$ cat config.mk
export PLATFORM = sky130hd
export DESIGN_NAME = dbg_regfile
export DESIGN_NICKNAME = d
export VERILOG_FILES = /design/src/rtl/dbgreg_pkg.sv /design/src/rtl/dbg_word_bank.sv /design/src/rtl/dbg_ctrl.sv /design/src/rtl/dbg_resp.sv /design/src/rtl/dbg_regfile.sv
export SDC_FILE = /design/constraint.sdc
export NUM_CORES = 1
export LEC_CHECK = 0
export ABC_AREA = 1
export BUFFER_PORTS_ARGS = -buffer_cell sky130_fd_sc_hd__buf_2
export CAP_MARGIN = 20
export CORE_MARGIN = 5
export CORE_UTILIZATION = 51
export CTS_CLUSTER_DIAMETER = 60
export CTS_CLUSTER_SIZE = 24
export DETAILED_ROUTE_END_ITERATION = 10
export HOLD_SLACK_MARGIN = 0.05
export PLACE_DENSITY = 0.68
export SLEW_MARGIN = 20
export SYNTH_ARGS = -nofsm -noshare
export SYNTH_HDL_FRONTEND = slang
export SYNTH_SLANG_ARGS = --single-unit
$ cat constraint.sdc
create_clock -name clk -period 2.35 [get_ports clk]
set_input_delay 0 -clock clk [delete_from_list [all_inputs] [get_ports clk]]
set_output_delay 0 -clock clk [all_outputs]
set_load 0.05 [all_outputs]
$ cat src/rtl/dbgreg_pkg.sv
package dbgreg_pkg;

    localparam int DW        = 32;
    localparam int SEL_W     = 10;

    // control word field positions
    localparam int CTL_ACT      = 0;
    localparam int CTL_HRESET   = 1;
    localparam int CTL_HALT     = 2;
    localparam int CTL_SEL_LO   = 4;
    localparam int CTL_STAT_LO  = 16;
    localparam int CTL_AUTH     = 18;
    localparam int CTL_ABUSY    = 19;
    localparam int CTL_ATYPE_LO = 20;
    localparam int CTL_VER_LO   = 24;

    localparam logic [1:0] AUTH_NONE   = 2'd0;
    localparam logic [3:0] CTL_VERSION = 4'd1;

    typedef enum logic [1:0] {
        HS_HALTED  = 2'd0,
        HS_RUNNING = 2'd1,
        HS_UNAVAIL = 2'd2,
        HS_ABSENT  = 2'd3
    } hart_stat_e;

    typedef enum logic {
        DM_INACTIVE = 1'b0,
        DM_ACTIVE   = 1'b1
    } dm_state_e;

    typedef enum logic [1:0] {
        RSP_IDLE = 2'd0,
        RSP_OK   = 2'd1,
        RSP_FAIL = 2'd2
    } rsp_state_e;

endpackage

$ cat src/rtl/dbg_word_bank.sv
module dbg_word_bank
    import dbgreg_pkg::*;
#(
    parameter int WORDS  = 8,
    parameter int ADDR_W = 7,
    parameter int BASE   = 4
) (
    input  logic              clk,
    input  logic              rst_n,
    input  logic              req_valid,
    input  logic              req_write,
    input  logic [ADDR_W-1:0] req_addr,
    input  logic [DW-1:0]     req_wdata,
    output logic              hit,
    output logic [DW-1:0]     rdata
);

    localparam int IDX_W = (WORDS > 1) ? $clog2(WORDS) : 1;

    logic [WORDS-1:0][DW-1:0] words;
    logic [ADDR_W-1:0]        off;
    logic [IDX_W-1:0]         idx;
    logic                     wr_hit;

    always_comb begin
        off    = req_addr - ADDR_W'(BASE);
        hit    = (req_addr >= ADDR_W'(BASE)) && (off < ADDR_W'(WORDS));
        idx    = off[IDX_W-1:0];
        wr_hit = req_valid && req_write && hit;
        rdata  = hit ? words[idx] : '0;
    end

    for (genvar g = 0; g < WORDS; g++) begin : g_word
        always_ff @(posedge clk) begin
            if (!rst_n)
                words[g] <= '0;
            else if (wr_hit && (idx == IDX_W'(g)))
                words[g] <= req_wdata;
        end
    end

    AST_BANK_HOLD: assert property (@(posedge clk) disable iff (!rst_n)
        !wr_hit |=> $stable(words));

endmodule

$ cat src/rtl/dbg_ctrl.sv
module dbg_ctrl
    import dbgreg_pkg::*;
#(
    parameter int NUM_HARTS = 4
) (
    input  logic                 clk,
    input  logic                 rst_n,
    input  logic                 wr_en,
    input  logic                 wr_act,
    input  logic                 wr_hreset,
    input  logic                 wr_halt,
    input  logic [SEL_W-1:0]     wr_sel,
    input  logic [NUM_HARTS-1:0] hart_halted,
    input  logic [NUM_HARTS-1:0] hart_exists,
    output logic [DW-1:0]        ctl_rdata,
    output logic [NUM_HARTS-1:0] halt_req
);

    localparam int HIDX_W = (NUM_HARTS > 1) ? $clog2(NUM_HARTS) : 1;

    dm_state_e        dm_state, dm_next;
    logic             hreq_q;
    logic             hrst_q;
    logic [SEL_W-1:0] sel_q;
    logic             sel_ok;
    logic [HIDX_W-1:0] sel_idx;
    logic             sel_halt;
    hart_stat_e       stat;

    // next-state: ACTIVATE, UPDATE, DEACTIVATE
    always_comb begin
        dm_next = dm_state;
        unique case (dm_state)
            DM_INACTIVE: if (wr_en && wr_act)  dm_next = DM_ACTIVE;
            DM_ACTIVE:   if (wr_en && !wr_act) dm_next = DM_INACTIVE;
            default:     dm_next = DM_INACTIVE;
        endcase
    end

    always_ff @(posedge clk) begin
        if (!rst_n)
            dm_state <= DM_INACTIVE;
        else
            dm_state <= dm_next;
    end

    // stored fields and per-hart halt requests
    always_ff @(posedge clk) begin
        if (!rst_n || (wr_en && !wr_act)) begin
            hreq_q   <= 1'b0;
            hrst_q   <= 1'b0;
            sel_q    <= '0;
            halt_req <= '0;
        end else if (wr_en) begin
            hreq_q <= wr_halt;
            hrst_q <= wr_hreset;
            sel_q  <= wr_sel;
            for (int i = 0; i < NUM_HARTS; i++) begin
                if (wr_sel == SEL_W'(i))
                    halt_req[i] <= wr_halt;
            end
        end
    end

    // live readback of the selected hart
    always_comb begin
        sel_ok   = sel_q < SEL_W'(NUM_HARTS);
        sel_idx  = sel_q[HIDX_W-1:0];
        sel_halt = sel_ok ? halt_req[sel_idx] : hreq_q;
        if (!sel_ok || !hart_exists[sel_idx])
            stat = HS_ABSENT;
        else if (hart_halted[sel_idx])
            stat = HS_HALTED;
        else
            stat = HS_RUNNING;

        ctl_rdata                         = '0;
        ctl_rdata[CTL_ACT]                = (dm_state == DM_ACTIVE);
        ctl_rdata[CTL_HRESET]             = hrst_q;
        ctl_rdata[CTL_HALT]               = sel_halt;
        ctl_rdata[CTL_SEL_LO +: SEL_W]    = sel_q;
        ctl_rdata[CTL_STAT_LO +: 2]       = stat;
        ctl_rdata[CTL_AUTH]               = 1'b1;
        ctl_rdata[CTL_ABUSY]              = 1'b0;
        ctl_rdata[CTL_ATYPE_LO +: 2]      = AUTH_NONE;
        ctl_rdata[CTL_VER_LO +: 4]        = CTL_VERSION;
    end

    AST_INACTIVE_NO_HALT: assert property (@(posedge clk) disable iff (!rst_n)
        (dm_state == DM_INACTIVE) |-> (halt_req == '0));

    AST_DEACT_CLEARS: assert property (@(posedge clk) disable iff (!rst_n)
        (wr_en && !wr_act) |=> (halt_req == '0 && sel_q == '0 && !hreq_q && !hrst_q));

    AST_HALT_FOLLOWS: assert property (@(posedge clk) disable iff (!rst_n)
        (wr_en && wr_act) |=> (sel_halt == $past(wr_halt)));

    AST_HALT_HOLD: assert property (@(posedge clk) disable iff (!rst_n)
        !wr_en |=> $stable(halt_req));

    AST_STATUS_LEGAL: assert property (@(posedge clk) disable iff (!rst_n)
        (!sel_ok) |-> (ctl_rdata[CTL_STAT_LO +: 2] == HS_ABSENT));

endmodule

$ cat src/rtl/dbg_resp.sv
module dbg_resp
    import dbgreg_pkg::*;
(
    input  logic          clk,
    input  logic          rst_n,
    input  logic          req_valid,
    input  logic          fail,
    input  logic [DW-1:0] rdata_in,
    output logic          rsp_valid,
    output logic          rsp_err,
    output logic [DW-1:0] rsp_rdata
);

    rsp_state_e    st, st_next;
    logic [DW-1:0] data_q;

    always_comb begin
        if (!req_valid)
            st_next = RSP_IDLE;
        else if (fail)
            st_next = RSP_FAIL;
        else
            st_next = RSP_OK;
    end

    always_ff @(posedge clk) begin
        if (!rst_n) begin
            st     <= RSP_IDLE;
            data_q <= '0;
        end else begin
            st     <= st_next;
            data_q <= (req_valid && !fail) ? rdata_in : '0;
        end
    end

    always_comb begin
        rsp_valid = 1'b0;
        rsp_err   = 1'b0;
        rsp_rdata = '0;
        unique case (st)
            RSP_IDLE: ;
            RSP_OK: begin
                rsp_valid = 1'b1;
                rsp_rdata = data_q;
            end
            RSP_FAIL: begin
                rsp_valid = 1'b1;
                rsp_err   = 1'b1;
            end
            default: ;
        endcase
    end

    AST_RSP_NEEDS_REQ: assert property (@(posedge clk) disable iff (!rst_n)
        rsp_valid |-> $past(req_valid));

    AST_REQ_GETS_RSP: assert property (@(posedge clk) disable iff (!rst_n)
        req_valid |=> rsp_valid);

    AST_ERR_NO_DATA: assert property (@(posedge clk) disable iff (!rst_n)
        rsp_err |-> (rsp_rdata == '0));

endmodule

$ cat src/rtl/dbg_regfile.sv
module dbg_regfile
    import dbgreg_pkg::*;
#(
    parameter int NUM_HARTS  = 4,
    parameter int DATA_WORDS = 8,
    parameter int PROG_WORDS = 8,
    parameter int ADDR_W     = 7,
    parameter int DATA_BASE  = 4,
    parameter int PROG_BASE  = 32,
    parameter int CTL_ADDR   = 16,
    parameter int ASTAT_ADDR = 17,
    parameter int ACAP_ADDR  = 18
) (
    input  logic                 clk,
    input  logic                 rst_n,
    input  logic                 req_valid,
    input  logic                 req_write,
    input  logic [ADDR_W-1:0]    req_addr,
    input  logic [31:0]          req_wdata,
    input  logic [NUM_HARTS-1:0] hart_halted,
    input  logic [NUM_HARTS-1:0] hart_exists,
    output logic [NUM_HARTS-1:0] halt_req,
    output logic                 rsp_valid,
    output logic                 rsp_err,
    output logic [31:0]          rsp_rdata
);

    localparam logic [DW-1:0] ASTAT_WORD = DW'(DATA_WORDS) & DW'(32'hF);
    localparam logic [DW-1:0] ACAP_WORD  = DW'(PROG_WORDS) & DW'(32'h1F);

    logic          hit_data, hit_prog, hit_ctl, hit_astat, hit_acap;
    logic          any_hit, fail, ctl_wr;
    logic [DW-1:0] data_rd, prog_rd, ctl_rd, rd_mux;

    dbg_word_bank #(.WORDS(DATA_WORDS), .ADDR_W(ADDR_W), .BASE(DATA_BASE)) u_data (
        .clk, .rst_n, .req_valid, .req_write, .req_addr, .req_wdata,
        .hit(hit_data), .rdata(data_rd)
    );

    dbg_word_bank #(.WORDS(PROG_WORDS), .ADDR_W(ADDR_W), .BASE(PROG_BASE)) u_prog (
        .clk, .rst_n, .req_valid, .req_write, .req_addr, .req_wdata,
        .hit(hit_prog), .rdata(prog_rd)
    );

    always_comb begin
        hit_ctl   = (req_addr == ADDR_W'(CTL_ADDR));
        hit_astat = (req_addr == ADDR_W'(ASTAT_ADDR));
        hit_acap  = (req_addr == ADDR_W'(ACAP_ADDR));
        any_hit   = hit_data || hit_prog || hit_ctl || hit_astat || hit_acap;
        // status and capability words are read-only; a status write is a rejected command
        fail      = req_write ? !(hit_data || hit_prog || hit_ctl) : !any_hit;
        ctl_wr    = req_valid && req_write && hit_ctl;
        rd_mux    = '0;
        if (!req_write)
            rd_mux = data_rd | prog_rd
                   | (hit_ctl   ? ctl_rd     : '0)
                   | (hit_astat ? ASTAT_WORD : '0)
                   | (hit_acap  ? ACAP_WORD  : '0);
    end

    dbg_ctrl #(.NUM_HARTS(NUM_HARTS)) u_ctrl (
        .clk, .rst_n,
        .wr_en    (ctl_wr),
        .wr_act   (req_wdata[CTL_ACT]),
        .wr_hreset(req_wdata[CTL_HRESET]),
        .wr_halt  (req_wdata[CTL_HALT]),
        .wr_sel   (req_wdata[CTL_SEL_LO +: SEL_W]),
        .hart_halted, .hart_exists,
        .ctl_rdata(ctl_rd),
        .halt_req
    );

    dbg_resp u_resp (
        .clk, .rst_n, .req_valid,
        .fail, .rdata_in(rd_mux),
        .rsp_valid, .rsp_err, .rsp_rdata
    );

    AST_UNMAPPED_ERR: assert property (@(posedge clk) disable iff (!rst_n)
        (req_valid && !any_hit) |=> rsp_err);

    AST_CMD_REJECT: assert property (@(posedge clk) disable iff (!rst_n)
        (req_valid && req_write && hit_astat) |=> (rsp_err && $stable(halt_req)));

endmodule

## After elaboration in Yosys (flattened, before gate mapping)

Index checks and enable logic that the tools add are counted.

- Eq/ne operators: 22
- Magnitude comparators: 8
- Reductions and logical operators: 48
- Mux-type cells: 26
- $add $sub $neg: 2
- Bitwise logic cells: 7

Operator list:

| cell | count |
|---|---|
| $bmux W32 S3 | 2 |
| $mux W32 | 5 |
| $or A32 B4 Y32 | 2 |
| $or A32 B25 Y32 | 1 |
| $or A32 B32 Y32 | 1 |
| $logic_and A1 B1 Y1 | 25 |
| $mux W25 | 1 |
| $eq A3 B3 Y1 const B | 8 |
| $eq A7 B5 Y1 const B | 3 |
| $eq A10 B2 Y1 const B | 2 |
| $lt A7 B4 Y1 const B | 2 |
| $eq A3 B2 Y1 const B | 4 |
| $eq A10 B1 Y1 const B | 1 |
| $logic_not A10 Y1 | 1 |
| $lt A10 B3 Y1 const B | 1 |
| $mux W1 | 10 |
| $reduce_and A2 Y1 | 5 |
| $lt A3 B4 Y1 const B | 2 |
| $mux W4 | 2 |
| $ge A7 B3 Y1 const B | 1 |
| $ge A7 B6 Y1 const B | 1 |
| $logic_not A1 Y1 | 7 |
| $sub A7 B3 Y7 const B | 1 |
| $sub A7 B6 Y7 const B | 1 |
| other kinds (12) | 24 |

- Output and inout port bits: 38
- Input bits: 51
- Logic and storage cells: 139
- Flip-flop bits (word level): 563

## Depth between registers and ports, before layout

Gate-level depths: netlist (run 1).

- Depth in word-level cells: 13
- Mapped depth: 15
- Depth with buffers taken out: 11

## Modules after synthesis

Synthesis (run 1) repeated with hierarchy kept, for this count alone.

- Cell total of the unflattened synthesis: 4769
- Area total of the unflattened synthesis: 29325.6 sq um

By module, submodules not included:

| module | times used | cells an instance | seq. area each (sq um) | area each (sq um) |
|---|---|---|---|---|
| dbg_word_bank (u_prog) | 1 | 2303 | 5124.9 | 13497.9 |
| dbg_word_bank (u_data) | 1 | 2013 | 5124.9 | 12585.8 |
| dbg_resp | 1 | 178 | 680.7 | 1283.7 |
| dbg_regfile | 1 | 132 | 0.0 | 1002.2 |
| dbg_ctrl | 1 | 143 | 340.3 | 955.9 |

## Worst setup path before layout (run 1)

Ideal clock, no wire load.

- Path kind: input -> register
- Start point: input port req_addr[2]
- End point: register u_data.words[61] in the netlist's numbering
- Data required time: 2.237 ns
- Path buffers: 4
- Cell stages on the path: 15
- Arrival: 2.036 ns
- Path slack: 0.201 ns
- Setup time: 0.113 ns
- Cells stage by stage: buf_4 inv_2 buf_2 buf_1 ha_1 inv_1 nand2_1 nand3_1 nor2_8 nand2_8 nor2_8 buf_2 nand2_1 nand2_1 nor2_1

- Longest elaborated chain between the ends: 5
- Elaborated cells between the ends (all ways): 7
- Those cells by class: 1 x add/sub; 2 x order compare; 1 x eq/ne; 3 x reduce/logical

RTL lines:

| what | RTL line | RTL |
|---|---|---|
| start: declaration | dbg_regfile.sv:18 | `input logic [ADDR_W-1:0] req_addr,` |
| $sub A7 B3 Y7 | dbg_word_bank.sv:26 | `off = req_addr - ADDR_W'(BASE);` |
| $lt A7 B4 Y1 | dbg_word_bank.sv:27 | `hit = (req_addr >= ADDR_W'(BASE)) && (off < ADDR_W'(WORDS));` |
| $logic_and A1 B1 Y1 | dbg_word_bank.sv:27 |  |
| $logic_and A1 B1 Y1 | dbg_word_bank.sv:29 | `wr_hit = req_valid && req_write && hit;` |
| $logic_and A1 B1 Y1 * | dbg_word_bank.sv:37 | `else if (wr_hit && (idx == IDX_W'(g)))` |
| end signal: indexed assignment | dbg_word_bank.sv:38 | `words[g] <= req_wdata;` |
| end: declaration | dbg_word_bank.sv:20 | `logic [WORDS-1:0][DW-1:0] words;` |

Mark *: on every way between the ends. The rest lies on a longest branch, timed or not.
A chain may end at the register's enable or synchronous reset.

## Final worst setup path (run 1)

- Start point: input port req_addr[2]
- End point: register u_ctrl.sel_q[5]

- Longest elaborated chain between the ends: 4

RTL lines:

| what | RTL line | RTL |
|---|---|---|
| $eq A7 B5 Y1 * | dbg_regfile.sv:46 | `hit_ctl = (req_addr == ADDR_W'(CTL_ADDR));` |
| $logic_and A1 B1 Y1 * | dbg_regfile.sv:52 | `ctl_wr = req_valid && req_write && hit_ctl;` |
| $logic_and A1 B1 Y1 | dbg_ctrl.sv:49 | `if (!rst_n \|\| (wr_en && !wr_act)) begin` |
| $logic_or A1 B1 Y1 | dbg_ctrl.sv:49 |  |
| end signal: assignment | dbg_ctrl.sv:57 | `sel_q <= wr_sel;` |
| end: declaration | dbg_ctrl.sv:24 | `logic [SEL_W-1:0] sel_q;` |

Marked as above.

==> results summary, run 1 <==
The run finished with clean final reports. The count of endpoints failing hold in the final timing report is 0. The worst hold-check slack is between 0.1 and 0.15 ns.

The mean number of vias per cell is between 5 and 6. The most common library cell in the layout ignoring fill and taps is sky130_fd_sc_hd__nand2_1. The setup violation total in the final timing report is 0. The final layout net count came out at between 4,000 and 5,000. The total design power is about 19 mW. Entering global routing, the biggest net connects approximately 120 pins. The congestion estimate from routability-driven global placement came to about 0.83. The count of cell types in the netlist came out at 26. The count of pins over their slew limit was 0. The worst endpoint required time came out at 2.88 ns. The total of buffers placed on input and output ports came out at 88. The peak ir drop on the vdd network is 0.460 mV. Sequential cells account for 50.0% of the total power. The library cell contributing the largest single delay on the critical path is sky130_fd_sc_hd__dlygate4sd3_1. The area enclosed by the die boundary is ~56,000 µm². The internal portion of the total power is about 14 mW.

By startpoint and endpoint, the worst setup path is classified as in2reg. The width of the die came out at roughly 240 µm. The number of buffers between clock root and the deepest sink came out at 3. The number of DRC markers in iteration 0 came out at about 2,200. The proportion of total power due to net switching is a little over a quarter. The buffer cell driving the clock tree root is sky130_fd_sc_hd__clkbuf_16. In the global route stage, overall resource usage came out at 26.2%. The synthesized net count came out at between 4,000 and 5,000. The switching power is 4.98 mW. The buffers plus inverters on the worst setup path is 5. Global routing finished with a remaining overflow of 0. After synthesis the cells add up to ~26,000 µm². The setup TNS is 0 ns.

The fraction of final layout cells with drive strength greater than 1 came out at between 6 and 7%. The critical path goes through buf_2 -> inv_2 -> ha_1 -> nand2_1 -> nor2_1 -> nand2_1 -> inv_2 -> nand2_1 -> inv_1 -> nand2_1 -> a21oi_1 -> dlygate4sd3_1. Broken down by cell family, the worst path's largest delay share belongs to buffers and inverters. In the synthesized netlist, the number of instances is about 4,200. The arrival time reported for the critical path endpoint came out at ~2.7 ns. The worst setup path is launched from a primary input. The area of the multi-input gates came out at between 10,000 and 15,000 µm². In the layout the commonest cells are 1,306 x sky130_fd_sc_hd__nand2_1, 1,031 x sky130_fd_sc_hd__nor2_1, 563 x sky130_fd_sc_hd__dfxtp_1. The number of sinks on the clock net is between 500 and 600. The largest fanout on the critical path came out at 14. The worst hold path belongs to the class in2reg. After clock tree synthesis, the clock-pin slew on the worst setup and hold paths is roughly 0.080 ns.

The most frequent cell on the critical path is sky130_fd_sc_hd__nand2_1. The sequential cell area is between 10,000 and 15,000 µm². The final core utilization is 56.6%. Headroom to the max-slew limit came out at approximately a quarter. The power per cell area is about 660 nW/µm². The detailed-route DRC error count is 0. The via count of the first global-routing pass came to between 20,000 and 25,000. The clock network latency to the later pin of the worst-skew pair came out at 0.61 ns. The number of I/O pins is just under 90. The half-perimeter wire length after placement is roughly 43 mm.

Subtracting the final worst setup slack from the clock period gives around 2.1 ns. Across all register-to-register paths, the minimum setup slack is approximately 0.61 ns. The die span in y came out at ~240 µm. After detailed routing, the average wire length per cell comes to about 15 µm. The top achievable clock speed is 0.466 GHz. Setup repair after global routing left no endpoint under its margin. The count of synthesis-stage warnings from yosys came out at 0. The final critical-path share of the clock period came out at about nine tenths.

Once placement finished, the instance area stood at about 27,000 µm². The combinational fraction of design power is between 8 and 9%. The placement row count is 83.

The synthesized flop and latch total is between 500 and 600. The number of filler cells placed in the layout came out at between 5,000 and 6,000. The post-cts repair resize count is 0. The clock network is responsible for approximately two fifths of the overall power. The maximum cell stage delay along the critical path is about 0.57 ns.

The initial antenna violation count came out at 0. The synthesis-to-finish area growth is 10.3%. The overall routed net length is ~75 mm.

The H-tree level count is 2. The wire length of the first global-routing pass came out at 120 mm. The final setup skew is approximately 0.039 ns. The CTS tree is done. The area of all placed cells without fillers came out at 29,000 µm². The initial cell density of the core is 51.3%.

The TritonCTS buffer count is 42. The slew at the pin closest to its max-slew limit came out at about 1.1 ns. The post-synthesis average cell area came out at about 6.3 µm². The leakage power figure came out at between 10 and 15 nW.

The max-cap check violation count is 0. The number of vias after detailed routing is 24,300. The core area came out at 51,200 µm². The proportion of synthesized chip area in sequential cells is between 40% and 50%. The length of the first detailed-routing pass in iterations is 5. STA classifies the critical path endpoint as a register. The antenna violation net count after detailed routing is 0.
[worst min-delay path: stages]
cell and delay, ns:
sky130_fd_sc_hd__buf_2 0.14, sky130_fd_sc_hd__buf_4 0.21, sky130_fd_sc_hd__nand2_1 0.09, sky130_fd_sc_hd__nand3_1 0.07, sky130_fd_sc_hd__nand2_1 0.06, sky130_fd_sc_hd__nor2_1 0.04
sky130_fd_sc_hd__nor2_1 0.07
[cells in the mapped netlist]
master                     count  area [µm²]
sky130_fd_sc_hd__o21ai_0     252        1260
sky130_fd_sc_hd__o21bai_1     18         135
sky130_fd_sc_hd__nand3_1      61         305
sky130_fd_sc_hd__inv_1       334        1250
sky130_fd_sc_hd__clkbuf_1    127         477
sky130_fd_sc_hd__nor2_4        9         101
sky130_fd_sc_hd__nand2_8       1        20.0
sky130_fd_sc_hd__buf_2        87         435
sky130_fd_sc_hd__buf_4        34         255
sky130_fd_sc_hd__a21oi_1     268        1340
sky130_fd_sc_hd__ha_1          4        50.1
sky130_fd_sc_hd__nand4_1       1        6.26
sky130_fd_sc_hd__buf_1        30         113
sky130_fd_sc_hd__clkbuf_2      6        30.0
sky130_fd_sc_hd__a31oi_1       1        6.26
sky130_fd_sc_hd__dfxtp_1     563       11300
sky130_fd_sc_hd__nand2_1    1310        4920
sky130_fd_sc_hd__o21ai_2       1        8.76
sky130_fd_sc_hd__nand2_4       1        11.3
sky130_fd_sc_hd__o21ai_1      30         150
sky130_fd_sc_hd__nand2_2       1        6.26
sky130_fd_sc_hd__nor2_8        9         180
sky130_fd_sc_hd__clkinv_1      8        30.0
sky130_fd_sc_hd__nor2_1     1031        3870
sky130_fd_sc_hd__inv_2         2        7.51
sky130_fd_sc_hd__nor2_2        1        6.26
[per-layer routing]
metal,up-vias,GRT usage [%],part of all wire (%)
met5,-,0,0
met4,0,7.54,2.9
met3,139,3.49,6.0
met2,641,41.8,44
met1,10900,37.2,47
li1,12600,-,-
[sequential cells by signal (all words and copies together) (netlist names), named ones only]
signal           flops
u_data.words       256
u_ctrl.halt_req      4
u_resp.data_q       32
u_ctrl.hreq_q        1
u_prog.words       256
u_ctrl.sel_q        10
u_ctrl.hrst_q        1
u_resp.st            2
[cell type report]
type                    count  share of cell area (%)
inverters                 344                    4.47
repair buffers            203                    5.76
clock inverters            28                    1.25
multi-input cells        2999                    42.8
clock buffers              48                    3.85
flip-flops and latches    563                    38.9
diodes                      2                  0.0173
well taps                 680                    2.94
[path summary, 6_finish.rpt]
path | to | startpoint | cells past startpoint
worst min-delay path | u_resp.data_q[9]$_SDFF_PP0_ | req_addr[2] | 7
worst max register to register | u_resp.data_q[17]$_SDFF_PP0_ | u_ctrl.sel_q[0]$_SDFFE_PP0P_ | 9
worst min register to register | u_data.words[253]$_SDFFE_PN0P_ | u_data.words[253]$_SDFFE_PN0P_ | 2
worst max-delay path | u_ctrl.sel_q[5]$_SDFFE_PP0P_ | req_addr[2] | 12
[power groups by stage]
stage               Sequential, mW  Clock (mW)  Combinational [mW]
finish                        9.57        7.92                1.66
global route                  9.57        8.40                1.86
CTS                           9.57        8.03                1.65
detailed placement            9.79           0                1.59
global placement              9.79           0                1.59
floorplan                     9.79           0                1.11
[per-stage QoR]
| stage | setup slack, ns | instances |
|---|---|---|
| 3_3_place_gp | -0.0126 | 4739 |
| 5_1_grt | 0.0241 | 4865 |
| 2_1_floorplan | 0.201 | 4190 |
| 4_1_cts | 0.309 | 4865 |
| 3_5_place_dp | -0.0563 | 4739 |
| 6_report | 0.205 | 4867 |
[cell families after synthesis]
| family | share of synthesized area [%] |
|---|---|
| buffers and inverters | 9.91 |
| AOI/OAI and AO/OA | 11.1 |
| adders and majority gates | 0.191 |
| and+or+nand+nor | 35.9 |
| DFF | 42.9 |
[repair_timing]
| item | CTS | global route |
|---|---|---|
| endpoints found under the hold margin | 429 | 0 |
| setup endpoints to repair | 0 | 0 |
| hold buffers | 50 | 0 |
| setup buffers | 0 | 0 |
(Power assumes the default switching activity.)
==> run 2: changes to the inputs <==
- CORE_ASPECT_RATIO: not set -> 1.2
==> results summary, run 2 (synthesized netlist as in run 1, its figures left out) <==
The run finished with clean final reports. The die covers around 56,000 µm². The half-perimeter wire length after placement came out at approximately 46 mm. The maximum cell stage delay along the critical path came out at 0.59 ns.

Across the routed clock network, the largest skew measured is between 0.015 and 0.02 ns. The hold path startpoint is req_wdata[29]. After global routing, the most crowded layer is met2. The largest fanout on the critical path is 13. STA puts the critical path data required time at roughly 2.9 ns.

Global routing used ~27% of the available tracks across all layers. The internal power consumption is approximately 13 mW. Counting stages on the worst path, the most repeated cell is sky130_fd_sc_hd__nand2_1. The path class of the tightest hold or removal check is in2reg. The worst setup path is of the in2reg kind. The H-tree level count came out at 2. The via count of the first global-routing pass is between 20,000 and 25,000. Clock tree synthesis selected as its root buffer the cell sky130_fd_sc_hd__clkbuf_16. At the pin with the least slew margin, the transition time is roughly 1.1 ns. The worst hold path terminates at u_prog.words[189]$_SDFFE_PN0P_. The proportion of total power due to net switching came out at about a quarter.

Global routing consumed, on the met1 layer, 35.5% of the routing resources. The tool flagged a number of max-cap violations equal to 0. In this run the tool buffered the top-level ports with 88 buffer cells.

The routed length per placed instance came out at about 16 µm. The first TritonRoute pass finished after 6 iterations. The pin count of the biggest net entering global routing is 124. The number of sinks on the clock net is between 500 and 600. The number of non-filler instances in the completed layout came out at roughly 4,800.

The setup violation total in the final timing report is 0. For this design the static power due to leakage is 13.5 nW. The placement row count came out at just over 90.

The fraction of final layout cells with drive strength greater than 1 came out at 6.34%. The number of buffers between clock root and the deepest sink is 3. The synthesis-to-finish area growth is 10.4%. The first global-routing pass estimated 122 mm of wire. The net count of the finished layout is around 4,200. The met3 track demand over resource came out at between 3 and 4%. The logic depth of the worst register-to-register path came out at 10. The arrival time reported for the critical path endpoint is roughly 2.6 ns. In this run the critical register-to-register path is launched from u_ctrl.sel_q[0]$_SDFFE_PP0P_. Headroom to the max-slew limit came out at 29.2%. Registers are responsible for a little over half of the overall power. The slowest stage of the critical path belongs to the cell sky130_fd_sc_hd__dlygate4sd3_1.

The final layout contains routed wiring with a total length of a little under 80 mm. TritonCTS built the clock tree. Setup repair after global routing left no endpoint under its margin. The clock network latency to the later pin of the worst-skew pair is between 0.5 and 0.6 ns.

For this run, design rule violations remaining after detail routing come to 0. The count of pins over their slew limit came out at 0. Walking the worst path, the cells encountered are dlygate4sd3_1 -> buf_2 -> nand2_1 -> inv_1 -> buf_4 -> nand2_1 -> buf_4 -> inv_1 -> nand2_1 -> a21oi_1 -> dlygate4sd3_1.

The count of endpoints failing hold in the final timing report is 0. The post-CTS setup buffer count is 0. The diode insertion count for antenna repair is 0. The portion of total power attributed to the clock network came out at roughly two fifths.

In the layout the commonest cells are 1,306 x sky130_fd_sc_hd__nand2_1, 1,030 x sky130_fd_sc_hd__nor2_1, 563 x sky130_fd_sc_hd__dfxtp_1. The antenna violation net count after detailed routing is 0. The initial antenna violation count is 0.

The worst setup slack for register-to-register paths came out at 0.30 ns. The clock-pin slew of the registers on the worst-case setup and hold paths came out at about 0.090 ns. The setup TNS came out at 0 ns. The die span in y came out at 259 µm. The instance count along the most critical hold path came out at 3. Global routing finished with a remaining overflow of 0. Summed over all nets, the switching power comes to ~4.8 mW. Timing would allow up to 0.485 GHz. The routed layout has approximately 24,000 vias.

The global placer's final weighted congestion is roughly 0.89. The largest registers in the layout are u_data.words (256), u_prog.words (256), u_resp.data_q (32). During I/O placement, the number of pins put on the boundary was 89. The startpoint class of the critical path is a primary input. For this configuration, the core starts out at a cell density of 51.2%. In this run, the combinational gates consume 9.3% of the power. The power per cell area is ~630 nW/µm². Across the VDD grid, the largest voltage drop is 0.581 mV. The TritonCTS buffer count is 37. The core area is 51,200 µm².

The post-route minimum period is between 2 and 2.5 ns. Using the TritonRoute via totals, the vias-per-cell ratio works out to just over 5. The width of the die is between 200 and 250 µm. STA classifies the critical path endpoint as a register. The met2 track utilization from global routing is between 40 and 50%.

After the first detailed-routing iteration, the DRC count stood at between 1,500 and 2,000. The placed cell count is around 4,700. The final critical path takes up slightly below 90% of the cycle. The library cell used most frequently in the layout, excluding fill and tap cells, is sky130_fd_sc_hd__nand2_1. The endpoint identified for the worst register-to-register timing path is u_resp.data_q[16]$_SDFF_PP0_.
[run 2: how the worst max path moves through the flow]
stage                                            start                             end
after global placement                     req_addr[1]   u_prog.words[26]$_SDFFE_PN0P_
after global routing      u_ctrl.sel_q[0]$_SDFFE_PP0P_    u_resp.data_q[16]$_SDFF_PP0_
final                                        req_valid    u_ctrl.sel_q[7]$_SDFFE_PP0P_
after CTS                 u_ctrl.sel_q[0]$_SDFFE_PP0P_    u_resp.data_q[16]$_SDFF_PP0_
after floorplan                            req_addr[2]   u_data.words[61]$_SDFFE_PN0P_
after detailed placement                   req_addr[2]  u_data.words[212]$_SDFFE_PN0P_
[run 2: per-layer routing]
metal	share of wire, %	routed length (µm)	vias up
met3	6.2	4750	147
met1	43	33500	10900
met4	3.5	2730	0
met5	0	0	-
li1	-	-	12600
met2	47	36200	698
[run 2: layout make-up]
cell class	instances	area, µm²
fillers	5124	22300
multi-input cells	2999	12400
flip-flops and latches	563	11300
repair buffers	224	2010
inverters	344	1290
clock buffers	41	951
well taps	651	815
clock inverters	22	251
[run 2: power groups by stage]
stage,registers (mW),logic [mW],clock network [mW]
floorplan,9.79,1.11,0
global placement,9.79,1.62,0
detailed placement,9.79,1.62,0
CTS,9.57,1.68,7.06
global route,9.57,1.88,7.42
finish,9.57,1.68,6.94
[run 2: timing repair]
| item | 4_1_cts | 5_1_grt |
|---|---|---|
| hold buffers | 49 | 0 |
| hold endpoints to repair | 388 | 0 |
| gates resized for setup | 0 | 0 |
[run 2: critical path, delay by kind of cell]
kind	cells	cell delay (ns)
AO/OA/AOI/OAI	1	0.18
AND/OR/NAND/NOR	3	0.27
buffers and inverters	7	2.11
[run 2: per-stage QoR]
| step | setup slack (ns) | cell area (µm²) | total power, mW | utilization [%] | hold WS (ns) |
|---|---|---|---|---|---|
| 4_1_cts | 0.290 | 29000 | 18.3 | 56.6 | 0.0557 |
| 5_1_grt | 0.155 | 29000 | 18.9 | 56.6 | 0.0785 |
| 3_5_place_dp | 0.245 | 27300 | 11.4 | 53.3 | 0.281 |
| 2_1_floorplan | 0.201 | 26200 | 10.9 | - | 0.147 |
| 3_3_place_gp | 0.261 | 27300 | 11.4 | 53.3 | 0.279 |
| 6_report | 0.286 | 29000 | 18.2 | 56.6 | 0.0740 |
